**src/rtl/boot_pkg.sv**
```systemverilog
package boot_pkg;
  localparam int ADDR_W = 32;
  localparam int BANK_W = 4;

  // Encoded boot width
  localparam logic [1:0] W8  = 2'b00;
  localparam logic [1:0] W16 = 2'b01;
  localparam logic [1:0] W32 = 2'b10;

  function automatic logic [1:0] width_of(input logic media, input logic [1:0] straps);
    logic [1:0] w;
    if (straps[1])      w = W32;
    else if (media)     w = W16;
    else if (straps[0]) w = W16;
    else                w = W8;
    return w;
  endfunction
endpackage

```
**src/rtl/por_sync.sv**
```systemverilog
module por_sync #(
  parameter int STAGES = 2
) (
  input  logic clk,
  input  logic por_n,
  output logic rst_q
);
  logic [STAGES-1:0] chain_q;
  logic [STAGES-1:0] chain_d;

  always_comb chain_d = {chain_q[STAGES-2:0], 1'b1};

  always_ff @(posedge clk or negedge por_n) begin
    if (!por_n) chain_q <= '0;
    else        chain_q <= chain_d;
  end

  assign rst_q = chain_q[STAGES-1];
endmodule

```
**src/rtl/strap_latch.sv**
```systemverilog
module strap_latch
  import boot_pkg::*;
(
  input  logic       clk,
  input  logic       rst_q,
  input  logic       media_pin,
  input  logic [1:0] width_pins,
  output logic       boot_sync,
  output logic [1:0] boot_width,
  output logic       init_pulse
);
  logic       cap_en;
  logic       media_q;
  logic [1:0] wpin_q;
  logic       armed_q, armed_d;
  logic       pulse_q, pulse_d;

  assign cap_en = !rst_q;

  // Straps carry no reset: they track the pins while reset is held
  always_ff @(posedge clk) begin
    if (cap_en) begin
      media_q <= media_pin;
      wpin_q  <= width_pins;
    end
  end

  always_comb begin
    armed_d = armed_q;
    pulse_d = 1'b0;
    if (armed_q) begin
      armed_d = 1'b0;
      pulse_d = media_q;
    end
  end

  always_ff @(posedge clk or negedge rst_q) begin
    if (!rst_q) begin
      armed_q <= 1'b1;
      pulse_q <= 1'b0;
    end else begin
      armed_q <= armed_d;
      pulse_q <= pulse_d;
    end
  end

  assign boot_sync  = media_q;
  assign boot_width = width_of(media_q, wpin_q);
  assign init_pulse = pulse_q;

  // configuration frozen once reset has been released
  a_r1_straps_held: assert property (@(posedge clk) disable iff (!rst_q)
    $past(rst_q) |-> ($stable(boot_sync) && $stable(boot_width)));
  // request is a lone pulse
  a_r4_single_pulse: assert property (@(posedge clk) disable iff (!rst_q)
    init_pulse |=> !init_pulse);
  // only a synchronous boot requests init
  a_r4_sync_only: assert property (@(posedge clk) disable iff (!rst_q)
    init_pulse |-> boot_sync);
endmodule

```
**src/rtl/bank_decode.sv**
```systemverilog
module bank_decode #(
  parameter int BANK_W    = 4,
  parameter int N_SYNC    = 4,
  parameter int N_ASYNC   = 8,
  parameter int SYNC_BASE = 12,
  parameter int PCM_LO    = 4,
  parameter int PCM_HI    = 5,
  parameter int REMAP_IDX = 3
) (
  input  logic               clk,
  input  logic               rst_q,
  input  logic [BANK_W-1:0]  bank,
  input  logic               remap_sync,
  output logic [N_SYNC-1:0]  sync_cs,
  output logic [N_ASYNC-1:0] async_cs,
  output logic               pcmcia_hit,
  output logic               decode_miss
);
  localparam logic [BANK_W-1:0] PLO = BANK_W'(PCM_LO);
  localparam logic [BANK_W-1:0] PHI = BANK_W'(PCM_HI);

  logic [N_SYNC-1:0]  sync_d;
  logic [N_ASYNC-1:0] async_d;
  logic               pcm_d, miss_d;
  logic               zero_bank;

  assign zero_bank = (bank == '0);

  for (genvar g = 0; g < N_ASYNC; g++) begin : g_async
    localparam logic [BANK_W-1:0] K = BANK_W'(g);
    if (g == 0) begin : g_boot
      assign async_d[g] = zero_bank && !remap_sync;
    end else begin : g_plain
      assign async_d[g] = (bank == K);
    end
  end

  for (genvar g = 0; g < N_SYNC; g++) begin : g_sync
    localparam logic [BANK_W-1:0] K = BANK_W'(SYNC_BASE + g);
    if (g == REMAP_IDX) begin : g_remap
      assign sync_d[g] = (bank == K) || (zero_bank && remap_sync);
    end else begin : g_plain
      assign sync_d[g] = (bank == K);
    end
  end

  always_comb begin
    pcm_d  = (bank >= PLO) && (bank <= PHI);
    miss_d = !((|sync_d) || (|async_d));
  end

  always_ff @(posedge clk or negedge rst_q) begin
    if (!rst_q) begin
      sync_cs     <= '0;
      async_cs    <= '0;
      pcmcia_hit  <= 1'b0;
      decode_miss <= 1'b0;
    end else begin
      sync_cs     <= sync_d;
      async_cs    <= async_d;
      pcmcia_hit  <= pcm_d;
      decode_miss <= miss_d;
    end
  end

  // never more than one chip select
  a_r10_onehot: assert property (@(posedge clk) disable iff (!rst_q)
    $onehot0({sync_cs, async_cs}));
  // unmapped bank last cycle gives a miss
  a_r9_hole_miss: assert property (@(posedge clk) disable iff (!rst_q)
    ($past(rst_q) && $past(bank) >= BANK_W'(N_ASYNC) && $past(bank) < BANK_W'(SYNC_BASE))
      |-> (decode_miss && sync_cs == '0 && async_cs == '0));
  // zero bank remapped under synchronous boot
  a_r7_remap: assert property (@(posedge clk) disable iff (!rst_q)
    ($past(rst_q) && $past(remap_sync) && $past(bank) == '0)
      |-> (sync_cs[REMAP_IDX] && !async_cs[0]));
  // PCMCIA flag travels with its asynchronous select
  a_r8_pcm_cs: assert property (@(posedge clk) disable iff (!rst_q)
    pcmcia_hit |-> (async_cs[PCM_LO] || async_cs[PCM_HI]));
endmodule

```
**src/rtl/boot_remap_decoder.sv**
```systemverilog
module boot_remap_decoder
  import boot_pkg::*;
#(
  parameter int RST_STAGES = 2,
  parameter int N_SYNC     = 4,
  parameter int N_ASYNC    = 8
) (
  input  logic               clk,
  input  logic               por_n,
  input  logic               strap_media,
  input  logic [1:0]         strap_width,
  input  logic [ADDR_W-1:0]  addr,
  output logic [N_SYNC-1:0]  sync_cs,
  output logic [N_ASYNC-1:0] async_cs,
  output logic               pcmcia_hit,
  output logic               decode_miss,
  output logic               boot_sync,
  output logic [1:0]         boot_width,
  output logic               mode_init_req
);
  localparam int SYNC_BASE = (1 << BANK_W) - N_SYNC;

  logic              rst_q;
  logic [BANK_W-1:0] bank;

  assign bank = addr[ADDR_W-1 -: BANK_W];

  por_sync #(.STAGES(RST_STAGES)) u_rst (
    .clk(clk), .por_n(por_n), .rst_q(rst_q)
  );

  strap_latch u_strap (
    .clk(clk), .rst_q(rst_q), .media_pin(strap_media), .width_pins(strap_width),
    .boot_sync(boot_sync), .boot_width(boot_width), .init_pulse(mode_init_req)
  );

  bank_decode #(
    .BANK_W(BANK_W), .N_SYNC(N_SYNC), .N_ASYNC(N_ASYNC), .SYNC_BASE(SYNC_BASE),
    .PCM_LO(4), .PCM_HI(5), .REMAP_IDX(N_SYNC - 1)
  ) u_dec (
    .clk(clk), .rst_q(rst_q), .bank(bank), .remap_sync(boot_sync),
    .sync_cs(sync_cs), .async_cs(async_cs),
    .pcmcia_hit(pcmcia_hit), .decode_miss(decode_miss)
  );
endmodule

```
**config.mk**
```make
export PLATFORM = sky130hd
export DESIGN_NAME = boot_remap_decoder
export DESIGN_NICKNAME = d
export VERILOG_FILES = /design/src/rtl/boot_pkg.sv /design/src/rtl/por_sync.sv /design/src/rtl/strap_latch.sv /design/src/rtl/bank_decode.sv /design/src/rtl/boot_remap_decoder.sv
export SDC_FILE = /design/constraint.sdc
export NUM_CORES = 1
export LEC_CHECK = 0
export ABC_AREA = 1
export BUFFER_PORTS_ARGS = -buffer_cell sky130_fd_sc_hd__buf_2
export CORE_UTILIZATION = 33
export CTS_CLUSTER_SIZE = 30
export DETAILED_ROUTE_END_ITERATION = 16
export MAX_ROUTING_LAYER = met4
export PLACE_DENSITY = 0.78
export SYNTH_ARGS = -nofsm -noshare
export SYNTH_HDL_FRONTEND = slang
export SYNTH_HIERARCHICAL = 1
export SYNTH_SLANG_ARGS = --single-unit
```
**constraint.sdc**
```tcl
create_clock -name clk -period 0.8 [get_ports clk]
set_input_delay 0.08 -clock clk [delete_from_list [all_inputs] [get_ports clk]]
set_output_delay 0.08 -clock clk [all_outputs]
set_load 0.05 [all_outputs]
```
==> flow_summary.json <==
{
  "outcome": "finished, violations left",
  "violations": "negative setup slack",
  "power.total_mw": 1.95,
  "crit_type": "reg2out",
  "fmax_ghz": 0.868,
  "hold_path_class": "in2reg",
  "via_per_inst": 4.04,
  "cp_data_arrival_time_ns": 1.07,
  "endpoint_kind": "primary output",
  "clock_insertion_delay_worst_skew_ns": 0.30,
  "ff2ff_path_depth": 4,
  "core_area_mm2": 0.00198,
  "gp_congestion": 0.765,
  "htree_levels": 1,
  "final_layout_size_suffix_gt1_share_pct": 45.7,
  "cts_buffers": 3,
  "die_w_um": 48.0,
  "final_cell_area_mm2": 0.00107,
  "place_area_um2": 880,
  "clk_path_buf_depth": 2,
  "grt_pass1_vias": 454,
  "drtIter0Drc": 4,
  "start_util_pct": 35.2,
  "max_cap_violations": 0,
  "crit_chain": "nor2_2 > nor2_4 > buf_6",
  "ys_ff_latch": 21,
  "multiInputGateArea_um2": 138,
  "final_cell_mix": "buf_6 (17), dfrtp_1 (16), nor2_1 (11)",
  "root_buffer": "clkbuf_4",
  "yosysWarnings": 6,
  "power_density_mw_per_mm2": 1820,
  "antenna_found_initial": 0,
  "hpwl_um": 868,
  "synth_area_per_cell_um2": 12.2,
  "dr.pass1.iters": 4,
  "layout.cells.most_common": "buf_6",
  "cp_max_fo": 1,
  "crit_required_ns": 0.72,
  "grt_max_degree": 17,
  "die_y_um": 48.0,
  "p_leak_nw": 0.542,
  "area_growth_syn_to_layout_pct": 53.9,
  "cts_tree": "built",
  "critPathLaunchType": "flop",
  "hold_depth": 2,
  "diodes": 0,
  "fin_skew_ns": 0.00292,
  "grt_overflow": 0,
  "setup_viol": 21,
  "syn_nets": 94,
  "fin_util_pct": 54.1,
  "std_cell_rows": 16,
  "cts.sinks": 21,
  "finalSetupTns_ns": -2.93,
  "synth_cells": 57,
  "nFillCells": 172,
  "yosysSeqAreaShare_pct": 77.7,
  "syn_area_um2": 697,
  "vias": 489,
  "grt_pass1_wl_mm": 1.85,
  "yosysUniqueCellTypes": 13,
  "drc_errors": 0,
  "drtAntennaViolNets": 0,
  "slew_violations": 0,
  "crit_path_max_incr_delay_ns": 0.42,
  "fin_ws_ns": -0.352,
  "finalWirelength_mm": 1.22,
  "crit_slowest_cell": "edfxtp_1",
  "fin_nets": 132,
  "clk_pin_slew_ns": 0.10,
  "die-area_mm2": 0.00230,
  "fin_crit_sh_pct": 144,
  "vdd_drop_max_mv": 0.913,
  "min_period_ns": 1.15,
  "grt_use_total_pct": 13.0,
  "hold_violations": 0,
  "grt_setup_unrepaired": "yes",
  "regArea_um2": 543,
  "io_buffers": 26,
  "avgRoutedWirePerCell_um": 10.1,
  "ios": 55
}
==> critical path: cells and delay by family, from the launching register on <==
kind,cells,cell delay [ns]
DFF,1,0.42
and+or+nand+nor,2,0.21
buffers and inverters,1,0.15
==> timing repair <==
| action | 4_1_cts | 5_1_grt |
|---|---|---|
| gates resized for setup | 35 | 0 |
| buffers inserted | 1 | 0 |
| hold endpoints to repair | 6 | 0 |
| endpoints found under the setup margin | 19 | 21 |
| hold buffers | 5 | 0 |
| pin swaps | 2 | 1 |
==> metrics by stage <==
step,std cells,hold WS (ns),setup WS [ns]
after detailed placement,111,-0.131,-0.0844
after floorplan,57,-0.216,-0.353
after CTS,121,0.00425,-0.373
after global routing,121,0.0123,-0.384
after global placement,111,-0.134,-0.0567
final,121,0.0155,-0.352
==> metal layers <==
layer / global-route usage, % / share of wire, % / wire length (um)
met3: 3.40 / 4.5 / 55
met5: - / 0 / 0
met1: 14.5 / 40 / 487
met4: 10.0 / 2.0 / 25
met2: 19.7 / 53 / 653
==> cell families after synthesis <==
family / Yosys count / share of synthesized area (%)
simple gates: 27 / 16.9
flops: 21 / 77.7
buf+inv: 7 / 4.31
other cells: 2 / 1.08
==> synthesized netlist by cell type <==
cell type | instances | share of area [%]
buf_4 | 1 | 1.1
conb_1 | 2 | 1.1
dfrtp_1 | 17 | 61
dfstp_2 | 1 | 3.8
edfxtp_1 | 3 | 13
inv_1 | 5 | 2.7
inv_2 | 1 | 0.54
nand2_1 | 7 | 3.8
nand3_1 | 1 | 0.72
nand4_1 | 1 | 0.90
nor2_1 | 14 | 7.5
nor2_2 | 3 | 2.7
or2_4 | 1 | 1.3
==> path summary, 6_finish.rpt <==
| path | slack, ns | to | startpoint |
|---|---|---|---|
| hold / removal | 0.02 | u_dec/pcmcia_hit | addr[29] |
| min in group asynchronous | 0.07 | u_rst/chain_q[1] | por_n |
| hold reg to reg | 0.22 | u_dec/decode_miss | u_rst/chain_q[1] |
| setup reg to reg | -0.12 | u_dec/sync_cs[3] | u_strap/boot_sync |
| max in group asynchronous | 0.34 | u_strap/armed_q | u_rst/chain_q[1] |
| setup / recovery | -0.35 | boot_width[0] | u_strap/wpin_q[0] |
==> flip-flops by register name, indices dropped and copies added (netlist names) <==
name                count
u_strap/init_pulse      1
u_dec/async_cs          8
u_dec/sync_cs           4
u_dec/pcmcia_hit        1
u_strap/boot_sync       1
u_strap/armed_q         1
u_rst/chain_q           2
u_dec/decode_miss       1
u_strap/wpin_q          2
==> area by class of cell <==
| type | count | area share, % |
|---|---|---|
| flip-flops and latches | 21 | 50.6 |
| multi-input cells | 29 | 12.8 |
| inverters | 6 | 2.10 |
| repair buffers | 34 | 28.8 |
| clock buffers | 4 | 2.45 |
| well taps | 27 | 3.15 |
==> power breakdown <==
group	total, mW	internal (mW)	leakage, nW	switching [mW]
Sequential	1.14	1.12	0.266	0.0189
Clock	0.489	0.194	0.0150	0.295
Combinational	0.318	0.116	0.261	0.202
Total	1.95	1.43	0.542	0.516
(Power assumes the default switching activity.)
